File: src/rtl/bch_chien_pkg.sv
package bch_chien_pkg;
  localparam int GF_M = 4;
  localparam int CW_N = 15;
  localparam logic [GF_M-1:0] GF_RED = 4'b0011;

  typedef logic [GF_M-1:0] gf_t;
  typedef logic [CW_N-1:0] cw_t;

  function automatic gf_t gf_mul(gf_t a, gf_t b);
    gf_t acc;
    gf_t sh;
    acc = '0;
    sh  = a;
    for (int k = 0; k < GF_M; k++) begin
      if (b[k]) acc = acc ^ sh;
      sh = sh[GF_M-1] ? ({sh[GF_M-2:0], 1'b0} ^ GF_RED) : {sh[GF_M-2:0], 1'b0};
    end
    return acc;
  endfunction

  function automatic gf_t gf_alpha(int e);
    int  n;
    gf_t r;
    n = e % CW_N;
    if (n < 0) n = n + CW_N;
    r = gf_t'(1);
    for (int k = 0; k < n; k++) r = gf_mul(r, gf_t'(2));
    return r;
  endfunction
endpackage

File: src/rtl/bch_chien_cmul.sv
module bch_chien_cmul
  import bch_chien_pkg::*;
#(
  parameter int EXP = 0
) (
  input  gf_t din,
  output gf_t dout
);
  localparam gf_t KCONST = gf_alpha(EXP);

  always_comb begin
    dout = '0;
    for (int c = 0; c < GF_M; c++) begin
      if (din[c]) dout = dout ^ gf_mul(KCONST, gf_t'(1 << c));
    end
  end
endmodule

File: src/rtl/bch_chien_lane.sv
module bch_chien_lane
  import bch_chien_pkg::*;
#(
  parameter int LANE = 0
) (
  input  gf_t  c0,
  input  gf_t  t1,
  input  gf_t  t2,
  output logic hit
);
  gf_t p1;
  gf_t p2;

  bch_chien_cmul #(.EXP(-LANE))     u_m1 (.din(t1), .dout(p1));
  bch_chien_cmul #(.EXP(-2 * LANE)) u_m2 (.din(t2), .dout(p2));

  assign hit = ((c0 ^ p1 ^ p2) == '0);
endmodule

File: src/rtl/bch_chien_par.sv
module bch_chien_par
  import bch_chien_pkg::*;
#(
  parameter int P = 4
) (
  input  logic                 clk,
  input  logic                 rst,
  input  logic                 start,
  input  logic [GF_M-1:0]      loc_c0,
  input  logic [GF_M-1:0]      loc_c1,
  input  logic [GF_M-1:0]      loc_c2,
  input  logic [CW_N-1:0]      rx_word,
  output logic                 busy,
  output logic                 done,
  output logic [CW_N-1:0]      err_mask,
  output logic [CW_N-1:0]      corrected,
  output logic                 uncorrectable
);
  localparam int NSTEP = (CW_N + P - 1) / P;
  localparam int SW    = (NSTEP > 1) ? $clog2(NSTEP) : 1;
  localparam int CNTW  = $clog2(CW_N + 1) + 1;

  gf_t             c0_q, t1_q, t2_q;
  gf_t             t1_nx, t2_nx;
  cw_t             rx_q, acc_q, mask_q, corr_q;
  logic [CNTW-1:0] cnt_q;
  logic [1:0]      deg_q;
  logic [SW-1:0]   step_q;
  logic            busy_q, done_q, unc_q;

  logic [P-1:0]    hit;
  cw_t             lane_mask, mask_full, mask_keep;
  logic [CNTW-1:0] lane_cnt, cnt_full;
  logic            unc_now;
  logic [1:0]      deg_in;

  genvar j;
  generate
    for (j = 0; j < P; j++) begin : g_lane
      bch_chien_lane #(.LANE(j)) u_lane (
        .c0 (c0_q),
        .t1 (t1_q),
        .t2 (t2_q),
        .hit(hit[j])
      );
    end
  endgenerate

  bch_chien_cmul #(.EXP(-P))     u_step1 (.din(t1_q), .dout(t1_nx));
  bch_chien_cmul #(.EXP(-2 * P)) u_step2 (.din(t2_q), .dout(t2_nx));

  always_comb begin
    lane_mask = '0;
    lane_cnt  = '0;
    for (int k = 0; k < P; k++) begin
      if (hit[k] && ((int'(step_q) * P + k) < CW_N)) begin
        lane_mask = lane_mask | (cw_t'(1) << (int'(step_q) * P + k));
        lane_cnt  = lane_cnt + CNTW'(1);
      end
    end
  end

  assign mask_full = acc_q | lane_mask;
  assign cnt_full  = cnt_q + lane_cnt;
  assign unc_now   = (cnt_full != CNTW'(deg_q));
  assign mask_keep = unc_now ? '0 : mask_full;
  assign deg_in    = (loc_c2 != '0) ? 2'd2 : ((loc_c1 != '0) ? 2'd1 : 2'd0);

  always_ff @(posedge clk) begin
    if (rst) begin
      c0_q   <= '0;
      t1_q   <= '0;
      t2_q   <= '0;
      rx_q   <= '0;
      acc_q  <= '0;
      cnt_q  <= '0;
      deg_q  <= '0;
      step_q <= '0;
      busy_q <= 1'b0;
      done_q <= 1'b0;
      unc_q  <= 1'b0;
      mask_q <= '0;
      corr_q <= '0;
    end else begin
      done_q <= 1'b0;
      if (start && !busy_q) begin
        c0_q   <= loc_c0;
        t1_q   <= loc_c1;
        t2_q   <= loc_c2;
        rx_q   <= rx_word;
        deg_q  <= deg_in;
        acc_q  <= '0;
        cnt_q  <= '0;
        step_q <= '0;
        busy_q <= 1'b1;
      end else if (busy_q) begin
        t1_q   <= t1_nx;
        t2_q   <= t2_nx;
        acc_q  <= mask_full;
        cnt_q  <= cnt_full;
        step_q <= step_q + SW'(1);
        if (step_q == SW'(NSTEP - 1)) begin
          busy_q <= 1'b0;
          done_q <= 1'b1;
          unc_q  <= unc_now;
          mask_q <= mask_keep;
          corr_q <= rx_q ^ mask_keep;
        end
      end
    end
  end

  assign busy          = busy_q;
  assign done          = done_q;
  assign err_mask      = mask_q;
  assign corrected     = corr_q;
  assign uncorrectable = unc_q;
endmodule

File: config.mk
export PLATFORM = sky130hd
export DESIGN_NAME = bch_chien_par
export DESIGN_NICKNAME = d
export VERILOG_FILES = /design/src/rtl/bch_chien_pkg.sv /design/src/rtl/bch_chien_cmul.sv /design/src/rtl/bch_chien_lane.sv /design/src/rtl/bch_chien_par.sv
export SDC_FILE = /design/constraint.sdc
export NUM_CORES = 1
export LEC_CHECK = 0
export BUFFER_PORTS_ARGS = -buffer_cell sky130_fd_sc_hd__buf_2
export CAP_MARGIN = 10
export CORE_UTILIZATION = 50
export CTS_CLUSTER_SIZE = 14
export DETAILED_ROUTE_END_ITERATION = 8
export PLACE_DENSITY = 0.71
export SLEW_MARGIN = 20
export SYNTH_ARGS = -nofsm -noshare
export SYNTH_HDL_FRONTEND = slang
export SYNTH_SLANG_ARGS = --single-unit
File: constraint.sdc
create_clock -name clk -period 6.3 [get_ports clk]
set_input_delay 1.26 -clock clk [delete_from_list [all_inputs] [get_ports clk]]
set_output_delay 1.26 -clock clk [all_outputs]
set_load 0.005 [all_outputs]
Word level (Yosys, flattened, before mapping)
Index checks and enable logic that the tools add are counted.

Bits in registers: 84. Output and inout bits: 33. Word-level logic and storage cells: 181.

Add/subtract/negate cells: 8. Magnitude comparators: 4. Eq/ne operators: 2. Shift operators: 4. Mux-type cells: 89. Bitwise gates (word level): 45. Reductions and logical operators: 16.

Operators by type and width (number): 4-bit two-way mux (72); 4-bit XOR (38); 32-bit by 5-bit less-than comparator with 1-bit output, second input constant (3); 15-bit two-way mux (5); 15-bit OR (4); 1-bit by 5-bit << shifter with 15-bit output, first input constant (3); 4-bit zero test (4); 5-bit by 1-bit adder with 5-bit output, second input constant (3); 5-bit two-way mux (3); 1-bit by 4-bit << shifter with 15-bit output, first input constant (1); 15-bit XOR (1); 4-bit by 2-bit adder with 5-bit output, second input constant (2); 1-bit two-way mux (8); 4-bit nonzero test (2); 4-bit by 1-bit adder with 5-bit output, second input constant (1); 5-bit adder (1); 1-bit logical AND (5); 5-bit by 2-bit != test with 1-bit output (1); 4-bit less-than comparator, second input constant (1); 3-bit AND reduction (1); 3-bit OR reduction (1); 2-bit by 1-bit adder with 2-bit output, second input constant (1); 2-bit == test, second input constant (1); 2-bit two-way mux (1); 4 further kinds (5).

Longest topological paths before layout
Gate-level depths: netlist of run 1.

Depth after elaboration: 22. Gate-level depth with buffers: 19.

Cells and area by module
From an unflattened synthesis of run 1, not the netlist that was laid out.

Cell total of the unflattened synthesis: 512. Area, all modules: 4621.9 um^2.

Modules (own cells, without submodules): bch_chien_par (times used 1, cells an instance 445, area an instance 3748.6 um^2); bch_chien_lane (times used 4, cells an instance 5, area an instance 98.8 um^2); bch_chien_cmul (g_lane[2].u_lane.u_m2 ...) (times used 2, cells an instance 6, area an instance 60.1 um^2); bch_chien_cmul (g_lane[1].u_lane.u_m2 ...) (times used 2, cells an instance 4, area an instance 47.5 um^2); bch_chien_cmul (u_step2) (times used 1, cells an instance 4, area an instance 68.8 um^2); bch_chien_cmul (g_lane[0].u_lane.u_m1 ...) (times used 2, cells an instance 4, area an instance 30.0 um^2); bch_chien_cmul (g_lane[3].u_lane.u_m2) (times used 1, cells an instance 6, area an instance 52.6 um^2); bch_chien_cmul (g_lane[3].u_lane.u_m1) (times used 1, cells an instance 5, area an instance 50.0 um^2); bch_chien_cmul (g_lane[1].u_lane.u_m1) (times used 1, cells an instance 4, area an instance 31.3 um^2).

Least setup slack after synthesis of run 1
OpenSTA, ideal clock, no wires.

Path type: register to register. Start: reg t1_q[0]. End: reg corr_q[1], in the netlist corrected[1]. Data arrival time: 4226 ps. Required time: 6153 ps. Setup slack: 1926 ps. Stages on the path, launching flop included: 19. Path buffers: 2. Clock period less this slack: 4374 ps. Cell sequence: dfxtp_1 > buf_2 > xor2_1 > xnor3_1 > o211ai_2 > clkinv_1 > ha_1 > inv_1 > mux2i_1 > ha_1 > mux2_2 > fa_1 > xnor2_1 > and3_1 > o21ai_1 > or2_2 > clkbuf_1 > nor3_1 > a221oi_1.

Cells in the longest elaborated chain, start to end: 22.

RTL lines: from (decl) (line bch_chien_par.sv:23) `gf_t c0_q, t1_q, t2_q;`; from (signal assigned) (line bch_chien_par.sv:88) `t1_q <= loc_c1;`; from (signal assigned) (line bch_chien_par.sv:97) `t1_q <= t1_nx;`; 1-bit two-way mux (line bch_chien_cmul.sv:14) `if (din[c]) dout = dout ^ gf_mul(KCONST, gf_t'(1 << c));`; 4-bit XOR (line bch_chien_cmul.sv:14); 4-bit two-way mux (line bch_chien_cmul.sv:14); 4-bit XOR (line bch_chien_cmul.sv:14); 4-bit two-way mux (line bch_chien_cmul.sv:14); 4-bit XOR (line bch_chien_cmul.sv:14); 4-bit two-way mux (line bch_chien_cmul.sv:14); 4-bit XOR (2 in a row) (line bch_chien_lane.sv:17) `assign hit = ((c0 ^ p1 ^ p2) == '0);`; [6 not listed]; 5-bit two-way mux (line bch_chien_par.sv:56) `if (hit[k] && ((int'(step_q) * P + k) < CW_N)) begin`; 5-bit by 1-bit adder with 5-bit output (line bch_chien_par.sv:58) `lane_cnt = lane_cnt + CNTW'(1);`; 5-bit two-way mux (*) (line bch_chien_par.sv:56); 5-bit adder (*) (line bch_chien_par.sv:64) `assign cnt_full = cnt_q + lane_cnt;`; via cnt_full[1] (line bch_chien_par.sv:33) `logic [CNTW-1:0] lane_cnt, cnt_full;`; 5-bit by 2-bit != test with 1-bit output (*) (line bch_chien_par.sv:65) `assign unc_now = (cnt_full != CNTW'(deg_q));`; 15-bit two-way mux (*) (line bch_chien_par.sv:66) `assign mask_keep = unc_now ? '0 : mask_full;`; 15-bit XOR (*) (line bch_chien_par.sv:107) `corr_q <= rx_q ^ mask_keep;`; to (signal assigned) (line bch_chien_par.sv:107); to (decl) (line bch_chien_par.sv:25) `cw_t rx_q, acc_q, mask_q, corr_q;`.

Mark *: on every way through the listed nets, which the timed path passes. The rest lies on a longest branch. A chain may end at the register's enable or synchronous reset.

Final worst setup path of run 1
Start: reg t1_q[0]. End: reg corr_q[11], in the netlist corrected[11].

Cells in the longest elaborated chain, start to end: 22.

RTL lines (line): 1-bit two-way mux (bch_chien_cmul.sv:14); 4-bit XOR (bch_chien_cmul.sv:14); 4-bit two-way mux (bch_chien_cmul.sv:14); 4-bit XOR (bch_chien_cmul.sv:14); 4-bit two-way mux (bch_chien_cmul.sv:14); 4-bit XOR (bch_chien_cmul.sv:14); 4-bit two-way mux (bch_chien_cmul.sv:14); 4-bit XOR (2 in a row) (bch_chien_lane.sv:17); [5 not listed]; 5-bit by 1-bit adder with 5-bit output (bch_chien_par.sv:58); 5-bit two-way mux (bch_chien_par.sv:56); 5-bit by 1-bit adder with 5-bit output (bch_chien_par.sv:58); 5-bit two-way mux (bch_chien_par.sv:56); 5-bit adder (bch_chien_par.sv:64); 5-bit by 2-bit != test with 1-bit output (bch_chien_par.sv:65); 15-bit two-way mux (*) (bch_chien_par.sv:66); 15-bit XOR (*) (bch_chien_par.sv:107).

Every way passes the cells marked *; elsewhere a longest branch is shown, timed or not.

==> reports/results.txt, run 1 <==
The run finished with clean final reports. Die boundary height: 95.7 um. The floorplan step defined a die boundary enclosing 0.00916 mm2. The first global-routing pass estimated 16,300 um of wire. The number of DRC markers in iteration 0 is 174, and the hold violation count in the final report is 0.

In the routed layout, each cell is associated on average with a via count of 5.75. The adder-cell area share of the yosys netlist was 0.0388. Measured in cells, the most critical reg-to-reg path has a length of 16. Broken down by cell family, the worst path's largest delay share belongs to compound AO/OA/AOI/OAI gates.

A synthesized cell averages 8.81 um2. The worst setup path is launched from a register. Reg-to-reg setup timing slack: 1020 ps. The run gives 33 as the number of core rows. The root buffer selected by CTS was clkbuf_8. The run gives 2 as the maximum clock path buffer count.

Setup repair after global routing left no endpoint under its margin. TritonCTS built the clock tree. For this design the static power due to leakage is 1.94 nW.

The hold buffer count at cts is 0, and the post-synthesis cell area is 0.00439 mm2. The synthesized netlist contains 57 unique library cells. The portion of the clock cycle consumed by the worst path in the final layout is 0.838, and the total negative setup slack is 0 ps.

For this run, the slowest stage of the critical path takes 680 ps. The part of the Yosys area used for sequential elements was 0.383. Clock-pin slew was measured on the worst setup and hold paths at 90 ps.

Dividing total power by cell area gives a power density of 279 mW/mm2. The buffers inserted during post-CTS setup optimization is 0. The logs give 0 for the number of antenna violations at the first check in global routing and 0 for the number of max-slew violations in the final report.

The area share of and/or/nand/nor cells after synthesis is 0.158. The signal on the critical path passes through xor2_1, xnor3_1, o211ai_2, clkinv_1, ha_1, inv_1, mux2i_1, ha_1, mux2_2, fa_1, nand3_1, a21oi_1, o21ai_2, nor2_1, a311o_1, a32o_1. By area, the combinational part of the netlist is dominated by compound AO/OA/AOI/OAI gates. The logs give 84 for the clock sink count and 3,700 for the via total after detailed routing.

The final global-route overflow total was 0; the number of flops mapped to enable cells by yosys was 0. The tools report the number of antenna repair diodes as 0. The global-route usage over all layers is 0.232, and the count of TritonRoute iterations in the first routing pass is 5.

The H-tree was split into 3 levels. Portion of synthesized cell area occupied by the leading cell type: 0.383. The initial core utilization is 0.526, and the cell count after synthesis is 498. The worst register-to-register path ends at corrected[11].

The count of instances resized after the clock tree is built was 0; the share of post-route cells with drive strength above 1 was 0.171. Setup violations remaining at the end of the flow were counted as 0. The multiplexer share of the synthesized area works out to 0.0277.

The maximum resistive drop on vdd was 163 uV; the layout overhead on the synthesized area was 11.1%. The share of synthesized registers carrying an async set or reset was 0; the final weighted congestion in routability-driven placement was 0.880. Entering global routing, the biggest net connects 50 pins. On the final layout, the worst clock skew is 17.1 ps. For the worst-skew pair, the clock arrives at the later sink with an insertion delay of 370 ps. The run gives 0.00834 mm2 as the placeable core region. STA classifies the critical path endpoint as a register.

The count of nets left with antenna violations once routing finished came out at 0. The routed design has 10,100 um of wire. The I/O pin total is 63. The cell seen most often among critical-path stages was ha_1. Summing all non-filler instances in the final layout gives an area of 0.00488 mm2. For this run, the number of Yosys warnings is 0. The count of maximum capacitance violations is 0. Origin of the worst min-delay path: err_mask[14]. STA puts the critical path data required time at 6560 ps. The run gives 576 as the final layout net count. The via count of the first global-routing pass was 3,331. Final design utilization: 0.585.

The run gives 6990 um as the detailed placer's ending HPWL. The number of buffers and inverters on the critical path works out to 2. In this run the worst path has a maximum fanout of 17. Static timing analysis puts the maximum clock frequency at 189 MHz. Of all cell types, the one taking the most synthesized area is dfxtp_1. Library cell contributing the largest single delay on the critical path: dfxtp_1.

The tools report the end point of the most critical hold path as err_mask[14]. Summing all placed instances gives a cell area of 0.00468 mm2. The startpoint identified for the worst register-to-register timing path is t1_q[0].

Sorting the synthesized cells by area gives the leading types as dfxtp_1 38%, nand2_1 5.1%, xnor2_1 5.0%, a21oi_1 4.9%, a211oi_1 4.1%. The compound-cell area share of the yosys netlist works out to 0.198. The data arrival at the endpoint of the critical path was 5540 ps.

In this run the tool buffered the top-level ports with 62 buffer cells. Counting flops and latches in the post-synthesis netlist gives 84. The category of the most critical setup path is reg2reg.

The area share of xor/xnor cells in the synthesized design was 0.142; the remaining design rule violation count was 0. The worst hold path was traced through 2 stages. The type of the most critical hold path is reg2reg.

The horizontal die dimension was 95.7 um; the total clock buffers created by CTS was 9. The worst slew margin relative to its limit is 0.374, and the average routed wire per standard cell is 15.7 um. The post-synthesis net count is 541. Among all flip-flop cells after synthesis, the most frequent one is dfxtp_1. The worst path in the final design needs a cycle of 5280 ps, including I/O delays and setup. At the pin with the least slew margin, the transition time is 938 ps. The run gives 453 ps as the worst hold slack after final layout.
-- final cells by class --
class / instances / area (um2)
Tap cell: 105 / 131
Timing Repair Buffer: 67 / 348
Multi-Input combinational cell: 361 / 2490
Clock inverter: 3 / 43.8
Sequential cell: 84 / 1680
Inverter: 10 / 37.5
Clock buffer: 13 / 149
Fill cell: 767 / 3460
-- cell usage in the layout, fill, tap and decap left out, types with 4 or more instances in the layout --
cell type	Yosys	layout
dfxtp_1	84	84
buf_2	6	62
nand2_1	60	60
nor2_1	48	47
a21oi_1	43	43
xnor2_1	25	25
a211oi_1	24	24
o21ai_0	15	15
a31oi_1	14	14
nor3_1	13	13
ha_1	12	12
mux2i_1	11	11
xor2_1	10	10
clkbuf_8	0	10
inv_1	9	9
xnor3_1	8	8
nor2b_1	8	8
nand3_1	7	7
buf_4	3	5
and2_1	4	4
o41ai_1	4	4
-- sequential cells by signal, indices dropped and copies added (netlist names) --
register	cells
t2_q	4
rx_q	15
err_mask	15
step_q	2
done	1
busy	1
deg_q	2
acc_q	15
corrected	15
c0_q	4
cnt_q	5
t1_q	4
uncorrectable	1
-- worst register-to-register path, stage by stage, from the launching register on --
cell and delay (ps):
dfxtp_1 680, xor2_1 320, xnor3_1 470, o211ai_2 190, clkinv_1 360, ha_1 300
inv_1 50, mux2i_1 70, ha_1 290, mux2_2 290, fa_1 430, nand3_1 130
a21oi_1 90, o21ai_2 590, nor2_1 260, a311o_1 420, a32o_1 240
-- cells in the mapped netlist, types with 2 or more instances --
cell,n
ha_1,12
a221oi_1,3
buf_2,6
clkbuf_1,28
nand2b_1,2
and3_1,3
nor2_1,48
a21o_1,2
buf_1,4
xnor2_1,25
o21ai_0,15
a21oi_1,43
xnor2_4,2
o22ai_1,3
a31oi_1,14
or3_1,3
nor3_1,13
xnor3_1,8
dfxtp_1,84
a311o_1,3
nor3b_1,3
buf_4,3
a32o_1,3
xor2_2,2
a211oi_1,24
and2_1,4
nand2_1,60
xor2_1,10
o211ai_1,2
inv_1,9
a41o_1,3
nor2b_1,8
mux2i_1,11
o41ai_1,4
o221ai_1,3
nand3_1,7
-- where the power goes --
part	internal [mW]	switching, mW
combinational	0.163	0.227
sequential	0.549	0.0297
clock	0.196	0.195
total	0.908	0.451
-- logic make-up after synthesis --
logic type               after synthesis
AO/OA/AOI/OAI                        130
XOR/XNOR                              49
adder cells (fa/ha/maj)               13
buffers and inverters                 53
flip-flops                            84
multiplexers                          12
other                                  1
AND/OR/NAND/NOR                      156
-- worst max path at each step --
stage	from	endpoint	slack, ps	cells after the start
2_1_floorplan	t1_q[0]	corrected[1]	1930	18
3_3_place_gp	t1_q[0]	corrected[11]	970	16
3_5_place_dp	t1_q[0]	corrected[3]	730	16
4_1_cts	t1_q[0]	corrected[11]	690	16
5_1_grt	t1_q[0]	corrected[3]	640	16
6_report	t1_q[0]	corrected[11]	1020	16
-- metal layers --
metal | GRT usage | wire length (um) | vias up
met5 | 0 | 0 | -
met4 | 0.0771 | 189 | 0
met3 | 0.0529 | 472 | 14
met2 | 0.377 | 4770 | 115
met1 | 0.305 | 4660 | 1761
li1 | - | - | 1810
-- stage by stage --
step / setup slack [ps] / cells / total power, mW
2_1_floorplan: 1930 / 498 / 0.901
3_3_place_gp: 967 / 627 / 0.962
3_5_place_dp: 732 / 627 / 0.972
4_1_cts: 693 / 643 / 1.36
5_1_grt: 643 / 643 / 1.43
6_report: 1020 / 643 / 1.36
(Power assumes the default switching activity.)
==> run 2: changes to the inputs <==
Settings changed: PLACE_DENSITY 0.71 to 0.74.
Clock period 6.3 ns to 4.8 ns, I/O delays scaled along.
==> run 2 against run 1 <==
Compared with the run above:
- cell area is 2.2% higher
- maximum frequency is 17% higher
- clock skew is 3.4 ps lower
- wire length is 4.4% higher
- sequential share of layout area is 0.69 points lower
- register-to-register slack worse by 730 ps
- first-iteration DRC count is 18% higher
- critical path depth stayed put
- hold slack better by 6.1 ps
- worst setup slack worse by 730 ps
- critical endpoint is now corrected[9]
- largest power group unchanged
- highest routed layer unchanged
==> reports/results.txt, run 2 (synthesized netlist as in run 1, its figures left out) <==
The run finished with clean final reports. The tools report the global-route usage over all layers as 0.246 (+0.0140). STA classifies the critical path startpoint as a register. Clock sink count: 84 (unchanged).

The total of fill cells in the finished design was 766 (-0.13%); the cell-internal power was 1.22 mW (+34%). Delay of the slowest cell on the worst path: 410 ps (-270 ps). The number of input and output port buffers inserted came out at 62 (unchanged). Insertion delay of the later-clocked pin in the worst-skew pair: 360 ps (about the same). The logs give 3,498 (+5.0%) for the via count of the first global-routing pass and 206 (+18%) for the number of DRC markers in iteration 0. For the final layout net count, the log shows 584 (+1.4%). The tools report the number of core rows as 33 (unchanged). The top cell types in the final layout, fill and taps aside, are 82 x dfxtp_1, 62 x buf_2, 60 x nand2_1. For the worst slew margin relative to its limit, the log shows 0.380 (+0.00589). The worst setup path is of the reg2reg kind. Compared with the post-synthesis result, the final layout area differs by 13.6%. The run gives 50 (unchanged) as the largest net degree at the start of global routing. The tools report the endpoint class of the critical path as a register. The fraction of power spent switching nets was 0.342 (+0.00959); the reported leakage power was 1.98 nW (+2.4%). The number of antenna repair diodes was 0 (unchanged); the total clock buffers created by CTS was 9 (unchanged). The tools report the total wirelength of the detailed-routed design as 10,500 um (+4.4%). The maximum resistive drop on vdd came out at 213 uV (+30%). The final global-route overflow total is 0 (unchanged).

The run gives 4 (-1) as the count of TritonRoute iterations in the first routing pass. The final critical path time including I/O delays and setup is 4510 ps (-767 ps), and the data arrival at the endpoint of the critical path is 4780 ps (-760 ps). Final design utilization: 0.598 (+0.0129).

Detailed placer's ending HPWL: 7340 um (+5.1%). The highest clock frequency the design can meet is 222 MHz (+17%). Power per unit of standard cell area: 372 mW/mm2 (+33%).

The number of antenna violations at the first check in global routing was 0 (unchanged). The most common library cell in the layout ignoring fill and taps is dfxtp_1. The total negative setup slack was 0 ps (unchanged).

The average routed wire per standard cell came out at 16.2 um (+3.2%). Register clock-pin slew on the reported worst setup and hold paths: 90 ps (about the same). For the count of maximum capacitance violations, the log shows 0 (unchanged). The clock group share of total power was 0.284 (-0.003); the post-detailed-route via-to-cell ratio was 5.75 (-0.11%). The die boundary height was 95.7 um (unchanged); the share of post-route cells with drive strength above 1 was 0.203 (+0.0323). The number of H-tree levels was 3 (unchanged). On the critical path, the stage with the largest delay is an instance of xnor3_1. The worst-path maximum fanout was 14 (-3).

The tools report the worst hold slack after final layout as 459 ps (+6.07 ps). The number of routed nets with antenna violations is 0 (unchanged), and the proportion of power drawn by flip-flops and latches is 0.408 (-0.018). Final weighted congestion in routability-driven placement: 0.886 (+0.72%).

TritonCTS built the clock tree. The I/O pin total was 63 (unchanged). The buffers inserted during post-CTS setup optimization is 0 (unchanged).

The critical path goes through buf_4, xnor2_4, xnor3_1, mux2i_2, and2_2, mux2i_1, ha_1, mux2_2, ha_1, a21o_1, a21oi_1, xnor2_1, buf_4, or2_2, o22ai_1, a221oi_1. CTS placed an instance of clkbuf_8 at the clock tree root. The tools report the initial core utilization as 0.526 (unchanged).

The logs give 0.633 mW (+40%) for the net switching component of the power and 13.8 ps (-3.36 ps) for the clock skew. The setup-violating endpoint count in the final report is 0 (unchanged). Setup repair after global routing left no endpoint under its margin. Portion of the clock cycle consumed by the worst path in the final layout: 0.940 (+0.102). Placeable core region: 0.00834 mm2 (unchanged).

For the remaining design rule violation count, the log shows 0 (unchanged). The min-delay analysis places its worst path in the category reg2reg. Horizontal die dimension: 95.7 um (unchanged). The required time reported for the critical path endpoint came out at 5070 ps (-1490 ps).

Hold violation count in the final report: 0 (unchanged). Logic gate share of total power: 0.308 (+0.021). The via total after detailed routing came out at 3,742 (+1.1%).

The number of max-slew violations in the final report is 0 (unchanged), and the maximum clock path buffer count is 2 (unchanged). The slew at the pin closest to its max-slew limit came out at 930 ps (-8.84 ps). The global-route wire length before repair is 17,200 um (+5.5%).

The run gives 0.00916 mm2 (unchanged) as the die outline area.
-- run 2: cell types whose count changed in the layout (fill, tap and decap cells not counted), sizes merged --
cell,before,now
clkbuf,13,9
inv,10,13
clkinvlp,0,1
buf,67,75
-- run 2: layout make-up --
class | count | area, um2 | share of cell area
clock inverter | 7 | 80.1 | 0.0161
tap | 105 | 131 | 0.0263
multi-input combinational | 361 | 2520 | 0.505
inverter | 10 | 37.5 | 0.00753
timing repair buffer | 75 | 412 | 0.0826
clock buffer | 9 | 124 | 0.0248
sequential | 84 | 1680 | 0.338
-- run 2: critical path: cells and delay by family, from the launching register on --
kind | cells | cell delay (ps)
and+or+nand+nor | 2 | 480
AOI/OAI and AO/OA | 4 | 780
xor gates and xnor gates | 3 | 960
adders and majority gates | 2 | 540
DFF | 1 | 370
buffers and inverters | 2 | 500
muxes | 3 | 790
-- run 2: path summary, 6_finish.rpt --
kind	depth (start not counted)	from	to	slack [ps]
worst min-delay path	2	err_mask[7]	err_mask[7]	460
worst max register to register	16	t1_q[0]	corrected[9]	290
worst min register to register	2	err_mask[7]	err_mask[7]	460
worst max-delay path	16	t1_q[0]	corrected[9]	290
-- run 2: per-layer routing --
metal,vias to the layer above,part of all wire,GRT usage
met2,130,0.46,0.389
met5,-,0,0
met1,1766,0.46,0.325
met3,20,0.054,0.0490
li1,1826,-,-
met4,0,0.025,0.112
-- run 2: power by group through the flow --
stage	clock network [mW]	registers (mW)	logic [mW]
after CTS	0.538	0.755	0.535
after global routing	0.566	0.759	0.619
final	0.527	0.756	0.571
after floorplan	0	0.749	0.434
after global placement	0	0.769	0.520
after detailed placement	0	0.771	0.531
-- run 2: repair_timing --
| action | 4_1_cts | 5_1_grt |
|---|---|---|
| gates resized for setup | 0 | 11 |
| hold buffers | 0 | 0 |
| setup endpoints to repair | 0 | 26 |
-- run 2: stage by stage --
stage | instance area, um2 | total power [mW] | setup slack [ps] | instances
floorplan | 4390 | 1.18 | 426 | 498
global placement | 4740 | 1.29 | 148 | 635
detailed placement | 4740 | 1.30 | 49.5 | 635
CTS | 4940 | 1.83 | 27.4 | 651
global route | 4990 | 1.94 | 12.6 | 651
finish | 4990 | 1.85 | 286 | 651
==> run 3: changes to the inputs <==
Settings changed: ABC_AREA from default to 1, CORE_MARGIN from default to 10.
==> run 3 against run 2 <==
Compared with the run above:
- area after synthesis decreased by 4.4%
- via count increased by 5.2%
- non-clock buffer count decreased by 9
- die area increased by 36%
- first-iteration DRC count increased by 42%
- utilization decreased by 1.7 points
- clock power decreased by 13%
- register-to-register slack improved by 510 ps
- wire length decreased by 1.0%
- power decreased by 13%
- critical path depth increased by 9
- hold slack got worse by 7.8 ps
==> reports/results.txt, run 3 <==
The flow ran to the end, and the final reports show no timing, DRC or antenna violations. The run gives 9.74 ps (-4.03 ps) as the clock skew. By area the synthesized netlist is led by dfxtp_1 40%, nand2_1 17%, nand3_1 5.5%, o21ai_0 5.0%, inv_1 4.8%. The category of the most critical setup path is reg2reg.

In the layout the commonest cells are 194 x nand2_1, 84 x dfxtp_1, 62 x buf_2. The logs give 0 (unchanged) for the count of maximum capacitance violations and 350 ps (about the same) for the insertion delay of the later-clocked pin in the worst-skew pair. Cell area reported after detailed placement: 0.00457 mm2 (-3.5%). Total clock buffers created by CTS: 9 (unchanged). In this run the critical register-to-register path is captured at corrected[4]. The origin of the worst min-delay path was corrected[5]. The run gives 2 (unchanged) as the maximum clock path buffer count.

The number of flops mapped to enable cells by yosys came out at 0 (unchanged). The placeable core region is 0.00818 mm2 (-2.0%), and the post-layout instance area is 0.00475 mm2 (-4.8%). The final design utilization is 0.581 (-0.0172). The number of max-slew violations in the final report was 0 (unchanged); the clock sink count was 84 (unchanged).

The die outline area was 0.0125 mm2 (+36%). The largest net degree at the start of global routing is 41 (-18%), and the post-synthesis cell area is 0.00419 mm2 (-4.4%). The number of warnings issued by yosys was 0 (unchanged). The tools report the root buffer selected by CTS as clkbuf_8.

The nature of the critical path startpoint was a register. The total of fill cells in the finished design was 804 (+5.0%). The average routed wire per standard cell was 13.5 um (-16%); the share of synthesized registers carrying an async set or reset was 0 (unchanged). The total wirelength of the detailed-routed design is 10,400 um (-1.0%), and the setup-violating endpoint count in the final report is 0 (unchanged). The run gives 33 (-42%) as the count of unique library cells instantiated by Yosys. The run gives 796 ps (+510 ps) as the final worst-path setup slack. Most frequent cell after synthesis: nand2_1. Cell type with the highest aggregate area in the netlist: dfxtp_1. The tools report the endpoint class of the critical path as a register.

The average footprint of a synthesized cell was 6.91 um2 (-22%); the data arrival at the endpoint of the critical path was 4290 ps (-490 ps). The share of post-route cells with drive strength above 1 came out at 0.150 (-0.0531). The run gives 190 uV (-11%) as the maximum resistive drop on vdd.

The register clock-pin slew on the reported worst setup and hold paths was 90 ps (about the same); the via count of the first global-routing pass was 3,822 (+9.3%). The total negative setup slack was 0 ps (unchanged); the final global-route overflow total was 0 (unchanged). The worst register-to-register path begins at t1_q[0]. Count of TritonRoute iterations in the first routing pass: 5 (+1). The worst slew margin relative to its limit is 0.530 (+0.150). The remaining design rule violation count was 0 (unchanged); the reg-to-reg setup timing slack was 800 ps (+510 ps). The power per unit of standard cell area was 341 mW/mm2 (-8.3%).

The global-route wire length before repair came out at 18,200 um (+5.9%). The min-delay analysis places its worst path in the category reg2reg. Buffers inserted during post-CTS setup optimization: 0 (unchanged). The worst hold path terminates at corrected[5].

The number of input and output port buffers inserted was 62 (unchanged). Via total after detailed routing: 3,937 (+5.2%). The post-detailed-route via-to-cell ratio works out to 5.11 (-11%). The final weighted congestion in routability-driven placement was 0.924 (+4.3%); the portion of the clock cycle consumed by the worst path in the final layout was 0.834 (-0.106). Number of antenna violations at the first check in global routing: 0 (unchanged).

The hold buffer count at cts was 0 (unchanged); the slew at the pin closest to its max-slew limit was 704 ps (-226 ps). The run gives 0 (unchanged) as the hold violation count in the final report. The final layout net count was 704 (+21%). Most common library cell in the layout ignoring fill and taps: nand2_1. Global-route usage over all layers: 0.170 (-0.0765). The number of routed nets with antenna violations was 0 (unchanged). The reported leakage power was 2.26 nW (+14%); the number of instances on the worst hold path was 2 (unchanged).

Sorting the synthesized cells by how often they occur yields 194 x nand2_1, 84 x dfxtp_1, 54 x inv_1. Setup repair after global routing left no endpoint under its margin. For the number of core rows, the log shows 33 (unchanged). The final critical path time including I/O delays and setup was 4000 ps (-510 ps).

The worst-path maximum fanout was 27 (+13). The horizontal die dimension works out to 112 um (+17%). The flip-flop and latch count after synthesis is 84 (unchanged), and the die boundary height is 112 um (+17%). The setup slack at placement was 808 ps (+758 ps); the initial core utilization was 0.513 (-0.0132). The I/O pin total was 63 (unchanged); the highest clock frequency the design can meet was 250 MHz (+13%). TritonCTS built the clock tree. The number of antenna repair diodes is 0 (unchanged). Part of the Yosys area used for sequential elements: 0.401 (+0.0178). The logs give 292 (+42%) for the number of DRC markers in iteration 0 and 607 (+22%) for the cell count after synthesis. The tools report the count of instances resized after the clock tree is built as 0 (unchanged). The tools report the number of H-tree levels as 3 (unchanged). The post-synthesis net count came out at 650 (+20%). Top flip-flop cell by instance count after synthesis: dfxtp_1. The length in cells of the worst reg-to-reg path is 25 (+9), and the required time reported for the critical path endpoint is 5090 ps (+20 ps). The area growth from synthesis to layout is 13.2%. The detailed placer's ending HPWL is 7770 um (+5.8%), and the portion of synthesized cell area occupied by the leading cell type is 0.401 (+0.0178).
## run 3: cell types whose count changed in the layout (fill, tap and decap cells not counted), sizes merged, moves of 10 or more
cell / previous run / this run
mux2i: 11 / 0
nor2: 48 / 33
nand3: 7 / 47
a211oi: 24 / 0
xnor2: 27 / 9
nand2: 60 / 198
nor3: 13 / 3
inv: 13 / 63
o21ai: 16 / 58
## run 3: cell families after synthesis
logic type | share of synthesized area
buffers and inverters | 0.0802
other | 0.000894
DFF | 0.401
xor gates and xnor gates | 0.0501
AOI/OAI and AO/OA | 0.143
and+or+nand+nor | 0.284
adders and majority gates | 0.0406
## run 3: per-layer routing
metal | global-route usage | wire length [um] | up-vias
met5 | 0 | 0 | -
met4 | 0.0471 | 168 | 0
met3 | 0.0386 | 647 | 13
met2 | 0.273 | 4740 | 107
met1 | 0.222 | 4880 | 1759
li1 | - | - | 2058
## run 3: per-stage QoR
step / std cells / hold slack (ps) / power, mW
global placement: 755 / 432 / 1.16
detailed placement: 755 / 437 / 1.18
global route: 771 / 466 / 1.72
floorplan: 607 / 430 / 1.08
CTS: 771 / 456 / 1.63
finish: 771 / 451 / 1.62
## run 3: worst max path at each step
stage	depth (start not counted)	slack, ps	start	to
3_3_place_gp	27	980	t1_q[0]	corrected[4]
3_5_place_dp	27	810	t1_q[0]	corrected[0]
6_report	25	800	t1_q[0]	corrected[4]
5_1_grt	28	250	t1_q[0]	corrected[0]
4_1_cts	28	780	t1_q[0]	corrected[4]
2_1_floorplan	28	1260	t1_q[0]	corrected[9]
## run 3: critical path: stages, from the launching register on
cell	delay (ps)
dfxtp_1	560
inv_4	70
nand2_1	80
nand2_1	80
xor2_1	160
nor2_1	130
nand3_2	160
ha_1	360
inv_1	60
nand2_1	50
nand2_1	100
inv_1	50
ha_1	260
nand2_1	70
nand2_1	90
fa_1	430
nand3_1	100
nand2_1	70
xnor2_1	170
nand4_1	120
nor2_2	90
buf_4	270
o21ai_1	160
nand2_1	90
nand2_1	50
o21ai_1	110
## run 3: layout make-up
cell class | instances | area, um2 | area share
Clock buffer | 10 | 128 | 0.0269
Clock inverter | 6 | 46.3 | 0.00975
Inverter | 62 | 236 | 0.0498
Multi-Input combinational cell | 438 | 2180 | 0.460
Sequential cell | 84 | 1680 | 0.354
Tap cell | 105 | 131 | 0.0277
Timing Repair Buffer | 66 | 340 | 0.0717
## run 3: report_power, final
part,switching [mW],internal [mW]
clock network,0.265,0.192
logic,0.275,0.137
registers,0.0263,0.723
